[config.mk]
export PLATFORM = sky130hd
export DESIGN_NAME = rec_flash_writer
export DESIGN_NICKNAME = d
export VERILOG_FILES = /design/src/rtl/rfw_pkg.sv /design/src/rtl/rfw_spi_tx.sv /design/src/rtl/rfw_datapath.sv /design/src/rtl/rfw_ctrl.sv /design/src/rtl/rec_flash_writer.sv
export SDC_FILE = /design/constraint.sdc
export NUM_CORES = 1
export LEC_CHECK = 0
export ABC_AREA = 1
export CAP_MARGIN = 20
export CORE_MARGIN = 2
export CORE_UTILIZATION = 61
export CTS_CLUSTER_SIZE = 14
export DETAILED_ROUTE_END_ITERATION = 10
export PLACE_DENSITY = 0.91
export SYNTH_ARGS = -nofsm -noshare
export SYNTH_HDL_FRONTEND = slang
export SYNTH_SLANG_ARGS = --single-unit
[constraint.sdc]
create_clock -name clk -period 2.3 [get_ports clk]
set_input_delay 0.575 -clock clk [delete_from_list [all_inputs] [get_ports clk]]
set_output_delay 0.575 -clock clk [all_outputs]
set_load 0.01 [all_outputs]
[src/rtl/rfw_pkg.sv]
package rfw_pkg;
  // Field widths fixed by the flash command format
  localparam int ADDR_FIELD_W = 10;
  localparam int PAGE_FIELD_W = 12;
  localparam logic [7:0] OP_BUF_WRITE = 8'h84;
  localparam logic [7:0] OP_PAGE_COMMIT = 8'h88;
  localparam logic [2:0] WRITE_LAST_BYTE = 3'd4;
  localparam logic [2:0] COMMIT_LAST_BYTE = 3'd3;

  typedef enum logic [1:0] {
    ST_IDLE,
    ST_LOAD,
    ST_SHIFT,
    ST_END
  } seq_state_t;

  typedef struct packed {
    logic       pop;       // move held sample into the transmit slot
    logic       advance;   // a buffer-write frame has completed
    logic       pageDone;  // a commit frame has completed
    logic       isCommit;  // frame type now on the wire
    logic [2:0] byteSel;   // byte number within the frame
  } ctrl_strobes_t;
endpackage

[src/rtl/rfw_spi_tx.sv]
module rfw_spi_tx #(
  parameter int DIV = 4
) (
  input  logic       clk,
  input  logic       rstN,
  input  logic       load,
  input  logic [7:0] loadByte,
  input  logic       spiMiso,
  output logic       spiSck,
  output logic       spiMosi,
  output logic       busy,
  output logic       done
);
  localparam int CW = (DIV > 2) ? $clog2(DIV) : 1;
  localparam logic [CW-1:0] LAST_CNT = CW'(DIV - 1);
  localparam logic [CW-1:0] HALF_CNT = CW'(DIV / 2);

  logic [CW-1:0] divCnt;
  logic [2:0]    bitCnt;
  logic [7:0]    shReg;
  logic          active;
  logic          misoBit;

  always_ff @(posedge clk or negedge rstN) begin
    if (!rstN) begin
      divCnt  <= '0;
      bitCnt  <= '0;
      shReg   <= '0;
      active  <= 1'b0;
      misoBit <= 1'b0;
    end else if (load) begin
      shReg  <= loadByte;
      active <= 1'b1;
      divCnt <= '0;
      bitCnt <= '0;
    end else if (active) begin
      if (divCnt == HALF_CNT) misoBit <= spiMiso;
      if (divCnt == LAST_CNT) begin
        divCnt <= '0;
        shReg  <= {shReg[6:0], misoBit};
        if (bitCnt == 3'd7) active <= 1'b0;
        else bitCnt <= bitCnt + 3'd1;
      end else begin
        divCnt <= divCnt + CW'(1);
      end
    end
  end

  // Mode 3: low half first, rising edge in the middle of each bit
  assign spiSck  = active ? (divCnt >= HALF_CNT) : 1'b1;
  assign spiMosi = shReg[7];
  assign busy    = active;
  assign done    = active && (divCnt == LAST_CNT) && (bitCnt == 3'd7);

  a_r4_done_ends_byte: assert property (@(posedge clk) disable iff (!rstN)
    done |=> !busy);
endmodule

[src/rtl/rfw_datapath.sv]
module rfw_datapath
  import rfw_pkg::*;
#(
  parameter int SAMPLE_W   = 10,
  parameter int OFFSET     = 'h1D5,
  parameter int PAGE_BYTES = 528,
  parameter int PAGE_COUNT = 4096
) (
  input  logic                clk,
  input  logic                rstN,
  input  logic                sampleValid,
  input  logic [SAMPLE_W-1:0] sampleData,
  input  logic                recordEn,
  input  logic                newRec,
  input  ctrl_strobes_t       strb,
  output logic                holdFull,
  output logic                lastInPage,
  output logic [7:0]          frameByte,
  output logic                overrun
);
  localparam int BIDX_W = (PAGE_BYTES > 2) ? $clog2(PAGE_BYTES) : 1;
  localparam int PIDX_W = $clog2(PAGE_COUNT + 1);
  localparam logic [BIDX_W-1:0] LAST_BYTE = BIDX_W'(PAGE_BYTES - 1);
  localparam logic [PIDX_W-1:0] PAGE_LIMIT = PIDX_W'(PAGE_COUNT);

  logic [SAMPLE_W-1:0]     diffFull;
  logic [SAMPLE_W-9:0]     diffHighUnused;
  logic [7:0]              convByte;
  logic [7:0]              holdByte;
  logic [7:0]              txData;
  logic [BIDX_W-1:0]       byteIdx;
  logic [PIDX_W-1:0]       pageIdx;
  logic                    newRecPend;
  logic                    memFull;
  logic                    acceptRaw;
  logic [ADDR_FIELD_W-1:0] addrField;
  logic [PAGE_FIELD_W-1:0] pageField;

  // Offset removal, then keep the low byte (wraps outside the window)
  assign diffFull       = sampleData - SAMPLE_W'(OFFSET);
  assign convByte       = diffFull[7:0];
  assign diffHighUnused = diffFull[SAMPLE_W-1:8];

  assign memFull    = (pageIdx == PAGE_LIMIT);
  assign acceptRaw  = sampleValid && recordEn && (!memFull || newRecPend);
  assign lastInPage = (byteIdx == LAST_BYTE);
  assign addrField  = ADDR_FIELD_W'(byteIdx);
  assign pageField  = PAGE_FIELD_W'(pageIdx);

  // Holding register and overrun
  always_ff @(posedge clk or negedge rstN) begin
    if (!rstN) begin
      holdByte <= '0;
      holdFull <= 1'b0;
      txData   <= '0;
      overrun  <= 1'b0;
    end else begin
      if (strb.pop) txData <= holdByte;
      if (acceptRaw && (!holdFull || strb.pop)) begin
        holdByte <= convByte;
        holdFull <= 1'b1;
      end else if (strb.pop) begin
        holdFull <= 1'b0;
      end
      if (!recordEn) overrun <= 1'b0;
      else if (acceptRaw && holdFull && !strb.pop) overrun <= 1'b1;
    end
  end

  // Byte and page position
  always_ff @(posedge clk or negedge rstN) begin
    if (!rstN) begin
      byteIdx    <= '0;
      pageIdx    <= '0;
      newRecPend <= 1'b0;
    end else begin
      if (newRec) newRecPend <= 1'b1;
      else if (strb.pop) newRecPend <= 1'b0;
      if (strb.pop && newRecPend) begin
        byteIdx <= '0;
        pageIdx <= '0;
      end else if (strb.advance) begin
        byteIdx <= lastInPage ? '0 : byteIdx + BIDX_W'(1);
      end else if (strb.pageDone) begin
        pageIdx <= pageIdx + PIDX_W'(1);
      end
    end
  end

  // Frame byte selection
  always_comb begin
    frameByte = 8'h00;
    if (strb.isCommit) begin
      case (strb.byteSel)
        3'd0:    frameByte = OP_PAGE_COMMIT;
        3'd1:    frameByte = {2'b00, pageField[11:6]};
        3'd2:    frameByte = {pageField[5:0], 2'b00};
        default: frameByte = 8'h00;
      endcase
    end else begin
      case (strb.byteSel)
        3'd0:    frameByte = OP_BUF_WRITE;
        3'd1:    frameByte = 8'h00;
        3'd2:    frameByte = {6'b000000, addrField[9:8]};
        3'd3:    frameByte = addrField[7:0];
        3'd4:    frameByte = txData;
        default: frameByte = 8'h00;
      endcase
    end
  end

  a_r5_byte_in_page: assert property (@(posedge clk) disable iff (!rstN)
    byteIdx < PAGE_BYTES);
  a_r8_page_bound: assert property (@(posedge clk) disable iff (!rstN)
    pageIdx <= PAGE_LIMIT);
  a_r11_overrun_cause: assert property (@(posedge clk) disable iff (!rstN)
    $rose(overrun) |-> $past(holdFull));
  a_r10_hold_needs_enable: assert property (@(posedge clk) disable iff (!rstN)
    $rose(holdFull) |-> $past(recordEn));
endmodule

[src/rtl/rfw_ctrl.sv]
module rfw_ctrl
  import rfw_pkg::*;
(
  input  logic          clk,
  input  logic          rstN,
  input  logic          flashRdy,
  input  logic          holdFull,
  input  logic          lastInPage,
  input  logic          spiDone,
  input  logic          spiBusy,
  output ctrl_strobes_t strb,
  output logic          spiLoad,
  output logic          spiCsN
);
  seq_state_t state;
  logic [2:0] byteNo;
  logic       isCommit;
  logic       commitPend;
  logic       startCmd;
  logic       frameEnd;

  assign startCmd = (state == ST_IDLE) && flashRdy && (commitPend || holdFull);
  assign frameEnd = (state == ST_SHIFT) && spiDone &&
                    (byteNo == (isCommit ? COMMIT_LAST_BYTE : WRITE_LAST_BYTE));

  always_ff @(posedge clk or negedge rstN) begin
    if (!rstN) begin
      state      <= ST_IDLE;
      byteNo     <= '0;
      isCommit   <= 1'b0;
      commitPend <= 1'b0;
    end else begin
      case (state)
        ST_IDLE: if (startCmd) begin
          isCommit <= commitPend;
          byteNo   <= '0;
          state    <= ST_LOAD;
        end
        ST_LOAD: state <= ST_SHIFT;
        ST_SHIFT: if (spiDone) begin
          if (frameEnd) begin
            state <= ST_END;
            if (isCommit) commitPend <= 1'b0;
            else if (lastInPage) commitPend <= 1'b1;
          end else begin
            byteNo <= byteNo + 3'd1;
            state  <= ST_LOAD;
          end
        end
        default: state <= ST_IDLE;
      endcase
    end
  end

  always_comb begin
    strb.pop      = startCmd && !commitPend;
    strb.advance  = frameEnd && !isCommit;
    strb.pageDone = frameEnd && isCommit;
    strb.isCommit = isCommit;
    strb.byteSel  = byteNo;
  end

  assign spiLoad = (state == ST_LOAD);
  assign spiCsN  = !((state == ST_LOAD) || (state == ST_SHIFT));

  a_r9_start_needs_ready: assert property (@(posedge clk) disable iff (!rstN)
    $fell(spiCsN) |-> $past(flashRdy));
  a_r3_cs_rise_after_byte: assert property (@(posedge clk) disable iff (!rstN)
    $rose(spiCsN) |-> !spiBusy);
endmodule

[src/rtl/rec_flash_writer.sv]
module rec_flash_writer
  import rfw_pkg::*;
#(
  parameter int SAMPLE_W   = 10,
  parameter int OFFSET     = 'h1D5,
  parameter int PAGE_BYTES = 528,
  parameter int PAGE_COUNT = 4096,
  parameter int SCK_DIV    = 4
) (
  input  logic                clk,
  input  logic                rstN,
  input  logic                sampleValid,
  input  logic [SAMPLE_W-1:0] sampleData,
  input  logic                recordEn,
  input  logic                newRec,
  input  logic                flashRdy,
  input  logic                spiMiso,
  output logic                spiCsN,
  output logic                spiSck,
  output logic                spiMosi,
  output logic                overrun
);
  ctrl_strobes_t strb;
  logic       holdFull;
  logic       lastInPage;
  logic [7:0] frameByte;
  logic       spiLoad;
  logic       spiDone;
  logic       spiBusy;

  rfw_datapath #(
    .SAMPLE_W(SAMPLE_W), .OFFSET(OFFSET),
    .PAGE_BYTES(PAGE_BYTES), .PAGE_COUNT(PAGE_COUNT)
  ) uDp (
    .clk(clk), .rstN(rstN), .sampleValid(sampleValid), .sampleData(sampleData),
    .recordEn(recordEn), .newRec(newRec), .strb(strb), .holdFull(holdFull),
    .lastInPage(lastInPage), .frameByte(frameByte), .overrun(overrun)
  );

  rfw_ctrl uCtrl (
    .clk(clk), .rstN(rstN), .flashRdy(flashRdy), .holdFull(holdFull),
    .lastInPage(lastInPage), .spiDone(spiDone), .spiBusy(spiBusy),
    .strb(strb), .spiLoad(spiLoad), .spiCsN(spiCsN)
  );

  rfw_spi_tx #(.DIV(SCK_DIV)) uSpi (
    .clk(clk), .rstN(rstN), .load(spiLoad), .loadByte(frameByte),
    .spiMiso(spiMiso), .spiSck(spiSck), .spiMosi(spiMosi),
    .busy(spiBusy), .done(spiDone)
  );
endmodule

# == Word level (Yosys, flattened, before mapping) ==
# Cells that the tools add are included.
# W data, S select, Z words.
# totals
ff_bits,64
inputBits,17
out_inout_bits,4
elab_cells,125
# op_classes
add_sub_neg,6
magnitude_cmp,1
eq_ne,18
muxes,40
bitwise_logic,1
reduce_logical,43
# op_table
op,count
$mux W13,3
$mux W8,4
$pmux W8 S4,1
$mux W10,3
$mux W3,8
$pmux W8 S3,1
$reduce_bool A2 Y1,8
$logic_and A1 B1 Y1,15
$add A13 B1 Y13 const B,1
$eq A13 B13 Y1 const B,1
$mux W1,12
$mux W2,6
$add A10 B1 Y10 const B,1
$eq A10 B10 Y1 const B,1
$ne A2 B1 Y1 const B,4
$reduce_and A2 Y1,4
$reduce_and A4 Y1,2
$sub A8 B8 Y8 const B,1
$add A3 B1 Y3 const B,2
$eq A2 B2 Y1 const B,3
$eq A3 B2 Y1 const B,2
$eq A3 B3 Y1 const B,2
$logic_not A1 Y1,6
$pmux W2 S3,1
12 further kinds,17

# == Longest topological paths before layout ==
# Gate-level depths: netlist of the first run.
# logic_depth
ltp_word,9
mapped_depth,10

# == Cells and area by module ==
# Synthesis of the first run repeated with hierarchy kept, for this count alone.
# unflattened
hier_cells,535
hier_area_um2,3886.2
# modules_own_cells
mod,instances,cells_per_inst,area_each_um2,seq_area_each_um2
rfw_datapath,1,361,2570.0,1051.0
rfw_spi_tx,1,103,820.8,375.4
rfw_ctrl,1,71,495.5,175.2

# == Worst setup path before layout of the first run ==
# OpenSTA, ideal clock, no wires.
# synth_timing
path_type,flip-flop to flip-flop
startpoint,reg uCtrl.state[0]
endpoint,"reg uDp.byteIdx[5], in the netlist uDp.addrField[5]"
setup_time_ns,0.118
arrival_ns,1.529
required_time_ns,2.182
slack_ns,0.653
stages_incl_launch_ff,11
path_cell_list,dfrtp_1 inv_1 ha_1 nand2_1 a21oi_2 nand3_2 nand2_4 inv_2 buf_6 nand2_1 o21ai_2
# synth_via
elab_chain_len,6
# synth_rtl
item,line_no,source
start: declaration,rfw_ctrl.sv:15,seq_state_t state;
start signal: assignment,rfw_ctrl.sv:28,state <= ST_IDLE;
start signal: assignment,rfw_ctrl.sv:37,state <= ST_LOAD;
start signal: assignment,rfw_ctrl.sv:39,ST_LOAD: state <= ST_SHIFT;
$logic_not A2 Y1,rfw_ctrl.sv:22,assign startCmd = (state == ST_IDLE) && flashRdy && (commitPend || holdFull);
$logic_and A1 B1 Y1 (2 in a row),rfw_ctrl.sv:22,
$logic_and A1 B1 Y1,rfw_ctrl.sv:56,strb.pop = startCmd && !commitPend;
$logic_and A1 B1 Y1,rfw_datapath.sv:79,if (strb.pop && newRecPend) begin
$mux W10 / $reduce_bool A2 Y1 (equally long branches),-,
end signal: assignment,rfw_datapath.sv:83,byteIdx <= lastInPage ? '0 : byteIdx + BIDX_W'(1);
end: declaration,rfw_datapath.sv:31,logic [BIDX_W-1:0] byteIdx;
# Several ways; a longest one is shown, not always the timed one.
# A chain may end at the register's enable or synchronous reset.

# == Worst setup path after layout of the first run ==
# layout_timing
startpoint,reg uSpi.divCnt[0]
endpoint,out spiSck
# layout_via
elab_chain_len,2
# layout_rtl
item,line_no,source
start: declaration,rfw_spi_tx.sv:18,logic [CW-1:0] divCnt;
start signal: assignment,rfw_spi_tx.sv:44,divCnt <= divCnt + CW'(1);
$ge A2 B2 Y1,rfw_spi_tx.sv:50,assign spiSck = active ? (divCnt >= HALF_CNT) : 1'b1;
$mux W1,rfw_spi_tx.sv:50,
end: declaration,rec_flash_writer.sv:19,"output logic spiSck,"
# Every way passes these cells.

==> results.cfg, run 1 <==
[clocking]
numCtsBuffers = 9
clockRootBuffer = clkbuf_8
clkTransAtPathRegs_ns = 0.07
clockBufferDepth = 2
worstSkewPairLatency_ns = 0.35
clock_sinks = 64
cts_max_level = 3
hold_buffers = 0
tritoncts = yes

[timing]
fin_setup_tns_ns = 0
fmax_mhz = 523
final_max_slew_viol_count = 0
fin_skew_ns = 0.0124
rsz0062_at_grt = no
setup_viol = 0
setup_ws_ns = 0.388
whs_ns = 0.222
hold_viol_final = 0
finalWorstPathRequiredPeriod_ns = 1.91
period_share_pct = 83.1
worst-slew-pin-transition_ns = 0.480
slew-limit-headroom_pct = 67.6

[worst_setup_path]
cp.required_ns = 1.73
cpLargestDelayFamily = flip-flops
crit_chain = inv_1, ha_1, nor2_1, nand2_1, dlymetal6s2s_1
worst-path-buf-inv = 2
max_stage_delay_ns = 0.38
start_kind = flip-flop
critical_path_class = reg -> out
crit_fanout = 3
crit_start = uSpi.divCnt[0]$_DFFE_PN0P_
cp.depth = 5
worstSetupEndpoint = spiSck
r2r_slack_ns = 0.39
crit_path_top_delay_cell = dfrtp_1
cp-end-kind = output port
crit_arrival_ns = 1.34
r2r-start = uCtrl.state[0]$_DFFE_PN0P_
r2r_cells = 9
r2r_end = uDp.pageIdx[9]$_DFFE_PN0P_

[floorplan]
die_area_mm2 = 0.00733
initial_core_util_pct = 63.6
core_mm2 = 0.00639
die_h_um = 85.6
die_w_um = 85.6
fp-row-count = 29
io_pins = 21

[routing]
vias = 3629
antenna_left = 0
dr.pass1.iters = 5
postRouteWirelength_um = 8840
remaining_drc_errors = 0
via_per_inst = 5.62
wire_per_inst_um = 13.7
drtIter0Drc = 383

[global_routing]
grt_pass1_wl_um = 15600
antenna_found_initial = 0
track_usage_pct = 26.8
overflow = 0
first_global_vias = 3498
grt_max_degree = 65

[synthesis]
synthCells = 539
ys_warn_count = 0
ys_ff_latch = 64
synth_top_area_cell = dfrtp_1
synth_cell_type_count = 43
ys_seq_area_share_pct = 39.4
synth_top_area_share_pct = 39.4
postSynthAreaPerCell_um2 = 7.54
synth_nets = 573
synth.area.top_cells = dfrtp_1 (39%), nand2_1 (17%), nand3_1 (6.7%)
synth_area_mm2 = 0.00406

[final_layout]
num-fill-cells = 484
fin_nets = 598
instances_no_fill = 646
design_area_mm2 = 0.00458
layout-drive-gt1-share_pct = 11.1
final_core_util_pct = 71.7
syn_to_final_growth_pct = 12.8
antenna_cells = 0

[placement]
dp.cells = 627
place_ws_ns = 0.168
dp.final_hpwl_um = 6140
place_congestion = 0.928
portBuffers = 18
dpl_cell_area_mm2 = 0.00430

[pwr]
p_per_area_mw_per_mm2 = 1050
leakagePower_nw = 2.30
power_mw = 4.79
peakVddDrop_uv = 762

[outcome]
run_status = complete, no violations

[hold_path]
hold_path_class = in -> async

[job]
cap_violations = 0
-- power breakdown --
part / switching [mW] / internal (mW)
Sequential: 0.260 / 1.46
Clock: 0.443 / 0.777
Combinational: 1.16 / 0.686
-- routing by layer --
metal / wire [um] / global-route usage [%] / vias up
met5: 0 / 0 / -
met4: 292 / 12.3 / 0
met3: 430 / 5.00 / 32
met2: 4290 / 44.4 / 138
met1: 3820 / 34.3 / 1677
li1: - / - / 1782
-- layout by cell type, fill, tap and decap left out, types with 6 or more instances in the layout --
cell,netlist,routed
inv_1,55,54
ha_1,17,17
clkdlybuf4s50_1,0,15
nor2_1,34,34
buf_4,1,7
dfrtp_1,64,64
nand2_1,187,187
nand4_1,6,6
xor2_1,14,14
a21oi_1,7,7
nand3_1,54,54
nand3_2,12,12
o21ai_0,22,22
o21ai_1,10,10
clkbuf_8,0,11
-- worst min-delay path by stage --
stage / to / slack (ns) / depth (start not counted)
after global placement: uDp.txData[4]$_DFFE_PN0P_ / 0.45 / 2
after detailed placement: uDp.txData[4]$_DFFE_PN0P_ / 0.46 / 2
final: uDp.addrField[4]$_DFFE_PN0P_ / 0.22 / 2
after global routing: uDp.pageIdx[2]$_DFFE_PN0P_ / 0.27 / 2
after floorplan: uCtrl.byteNo[0]$_DFFE_PN0P_ / 0.28 / 0
after CTS: uSpi.bitCnt[0]$_DFFE_PN0P_ / 0.25 / 2
-- kinds of logic (layout without fill, tap and decap cells) --
logic type               count (synthesis)  in the layout  synth area share, %
AO/OA/AOI/OAI                           58             58                 8.38
buffers and inverters                   73            103                 7.88
AND/OR/NAND/NOR                        310            310                 35.4
adder cells (fa/ha/maj)                 17             17                 5.24
XOR/XNOR                                16             16                 3.45
flip-flops                              64             64                 39.4
multiplexers                             1              1                0.277
-- cell usage after synthesis --
cell type	instances
a21oi_2	2
buf_2	4
o21ai_0	22
o22ai_2	1
nor2_8	2
nor2_2	2
o31ai_1	1
buf_4	1
o21ai_1	10
buf_1	1
o211ai_1	4
nand2_2	4
a31oi_1	3
mux2_2	1
a21oi_1	7
xor2_1	14
nand3b_1	1
or2_2	1
ha_1	17
nand4_1	6
nand2_4	1
nand3_4	2
o21ai_2	2
o21bai_1	1
inv_4	1
inv_2	3
nor2_1	34
nor3_1	2
nor3_2	1
o22ai_1	3
o21a_1	1
dfrtp_1	64
nand3_1	54
xnor2_1	2
inv_1	55
buf_6	4
clkbuf_1	2
a21o_1	1
nand4_4	1
nand2_1	187
inv_6	1
nand3_2	12
clkinv_1	1
-- flip-flops by register name (all words and copies together), names as in the netlist, 3 cells and up --
name and count:
uDp.addrField 10, uCtrl.byteNo 3, uSpi.bitCnt 3, uSpi.shReg 8
uDp.holdByte 8, uDp.txData 8, uDp.pageIdx 13
-- final cells by class --
type | count | area (um^2) | area share (%)
sequential | 64 | 1600 | 35.0
inverter | 61 | 236 | 5.16
tap | 77 | 96.3 | 2.10
multi-input combinational | 402 | 2140 | 46.7
timing repair buffer | 26 | 253 | 5.52
clock inverter | 5 | 103 | 2.24
clock buffer | 11 | 151 | 3.30
-- timing repair --
item / in CTS / in global routing
setup endpoints to repair: 1 / 2
pin swaps: 0 / 0
resized for setup: 1 / 2
buffers inserted: 0 / 3
No activity file was read; power rests on OpenSTA's default activity.
==> run 2, diff against run 1 <==
- CORE_UTILIZATION: 61 -> 55
- PLACE_DENSITY: 0.91 -> 0.87
- clock period: 2.3 -> 1.7 ns (I/O delays scaled with it)
==> run 2 against run 1 <==
Effect of this change: final cell count rose by 7.6%; non-clock buffer count rose by 26; sequential share of layout area fell by 2.0 points; global-route usage fell by 3.1 points; register-to-register slack got worse by 0.35 ns; die area rose by 10%; routed wire length rose by 9.1%; sequential power rose by 37%; first-iteration DRC count fell by 12%; hold slack got worse by 0.15 ns; largest power group unchanged.
==> results.cfg, run 2 (same netlist as run 1, synthesis figures left out) <==
[clocking]
numCtsBuffers = 9
cts_max_level = 3
clockRootBuffer = clkbuf_8
clock_sinks = 64
tritoncts = yes
worstSkewPairLatency_ns = 0.36
clockBufferDepth = 2
clkTransAtPathRegs_ns = 0.08
hold_buffers = 0

[worst_setup_path]
r2r_slack_ns = 0.04
cp.required_ns = 1.27
r2r-start = uSpi.bitCnt[0]$_DFFE_PN0P_
start_kind = flip-flop
critical_path_class = reg -> out
cp-end-kind = output port
r2r_end = uDp.pageIdx[5]$_DFFE_PN0P_
crit_fanout = 2
r2r_cells = 9
crit_arrival_ns = 1.24
cp.depth = 1
worstSetupEndpoint = overrun
max_stage_delay_ns = 0.53
worst-path-buf-inv = 1
crit_path_top_delay_cell = clkdlybuf4s50_1
crit_start = uDp.overrun$_DFFE_PN0P_
cpLargestDelayFamily = buffers and inverters
crit_chain = clkdlybuf4s50_1

[timing]
rsz0062_at_grt = yes
period_share_pct = 97.9
slew-limit-headroom_pct = 72.0
whs_ns = 0.0676
setup_viol = 0
fin_setup_tns_ns = 0
fmax_mhz = 601
finalWorstPathRequiredPeriod_ns = 1.66
fin_skew_ns = 0.0103
hold_viol_final = 0
final_max_slew_viol_count = 0
worst-slew-pin-transition_ns = 0.419

[pwr]
leakagePower_nw = 2.39
p_per_area_mw_per_mm2 = 1410
power_mw = 6.89
peakVddDrop_uv = 626

[routing]
drtIter0Drc = 338
dr.pass1.iters = 8
via_per_inst = 5.44
antenna_left = 0
postRouteWirelength_um = 9640
vias = 3780
remaining_drc_errors = 0
wire_per_inst_um = 13.9

[global_routing]
first_global_vias = 3595
track_usage_pct = 23.7
grt_pass1_wl_um = 15700
grt_max_degree = 65
overflow = 0
antenna_found_initial = 0

[hold_path]
hold_path_class = in -> async

[final_layout]
top_register = uDp.pageIdx
layout_commonest_cell = nand2_1
largest_reg_flops = 13
final_core_util_pct = 67.5
fin_nets = 625
syn_to_final_growth_pct = 19.9
layout_common_cells = nand2_1 (185), dfrtp_1 (62), nand3_1 (54), inv_1 (46), nor2_1 (32)
layout-drive-gt1-share_pct = 19.0
antenna_cells = 0

[job]
cap_violations = 0

[outcome]
run_status = complete, no violations

[floorplan]
fp-row-count = 31
core_mm2 = 0.00721
die_w_um = 89.9
die_area_mm2 = 0.00809
die_h_um = 89.9
io_pins = 21
initial_core_util_pct = 56.3

[placement]
place_congestion = 0.947
dp.final_hpwl_um = 6560
portBuffers = 18
## run 2: changes by cell type in the layout (fill, tap and decap cells not counted), moves of 3 or more
cell,delta
buf_6,+4
buf_4,+22
inv_1,-8
inv_2,+6
o21ai_0,-4
ha_2,+3
o21ai_1,+3
inv_6,+3
ha_1,-5
## run 2: power breakdown
| group | internal [mW] | switching (mW) |
|---|---|---|
| registers | 1.98 | 0.363 |
| clock network | 0.840 | 0.664 |
| logic | 1.24 | 1.79 |
| total | 4.07 | 2.82 |
## run 2: per-stage QoR
| stage | cells | setup slack, ns | cell area (um^2) |
|---|---|---|---|
| detailed placement | 671 | -0.267 | 4490 |
| global placement | 671 | -0.203 | 4490 |
| floorplan | 539 | 0.0527 | 4060 |
| global route | 695 | -0.0363 | 4870 |
| CTS | 690 | 0.0149 | 4740 |
| finish | 695 | 0.0356 | 4870 |
## run 2: final cells by class
type	count	area, um^2
flip-flops and latches	64	1600
repair buffers	52	448
clock buffers	9	124
clock inverters	7	103
inverters	61	248
fillers	566	2340
well taps	99	124
multi-input cells	403	2220
## run 2: worst min-delay path by stage
stage | startpoint | end | slack, ns | cells after the start
2_1_floorplan | rstN | uCtrl.byteNo[0]$_DFFE_PN0P_ | 0.13 | 0
3_3_place_gp | rstN | uSpi.bitCnt[2]$_DFFE_PN0P_ | 0.46 | 2
3_5_place_dp | uDp.holdByte[6]$_DFFE_PN0P_ | uDp.txData[6]$_DFFE_PN0P_ | 0.46 | 2
4_1_cts | rstN | uDp.addrField[5]$_DFFE_PN0P_ | 0.08 | 2
5_1_grt | rstN | uCtrl.byteNo[2]$_DFFE_PN0P_ | 0.09 | 2
6_report | rstN | uSpi.bitCnt[0]$_DFFE_PN0P_ | 0.07 | 2
## run 2: what timing repair did
item | CTS | global route
resized for setup | 13 | 34
pin swaps | 1 | 2
setup buffers | 3 | 3
gates cloned | 0 | 2
endpoints found under the hold margin | 0 | 0
endpoints found under the setup margin | 12 | 52
## run 2: metal layers
layer	global-route usage [%]	wire length, um	up-vias
met2	41.7	4880	127
met4	8.72	227	0
li1	-	-	1840
met5	0	0	-
met3	6.12	570	30
met1	28.0	3960	1783
==> run 3, diff against run 2 <==
- CAP_MARGIN: 20 -> 10
==> results of run 3 <==
Same layout as run 2: the final DEF is identical, and so are final timing and power.
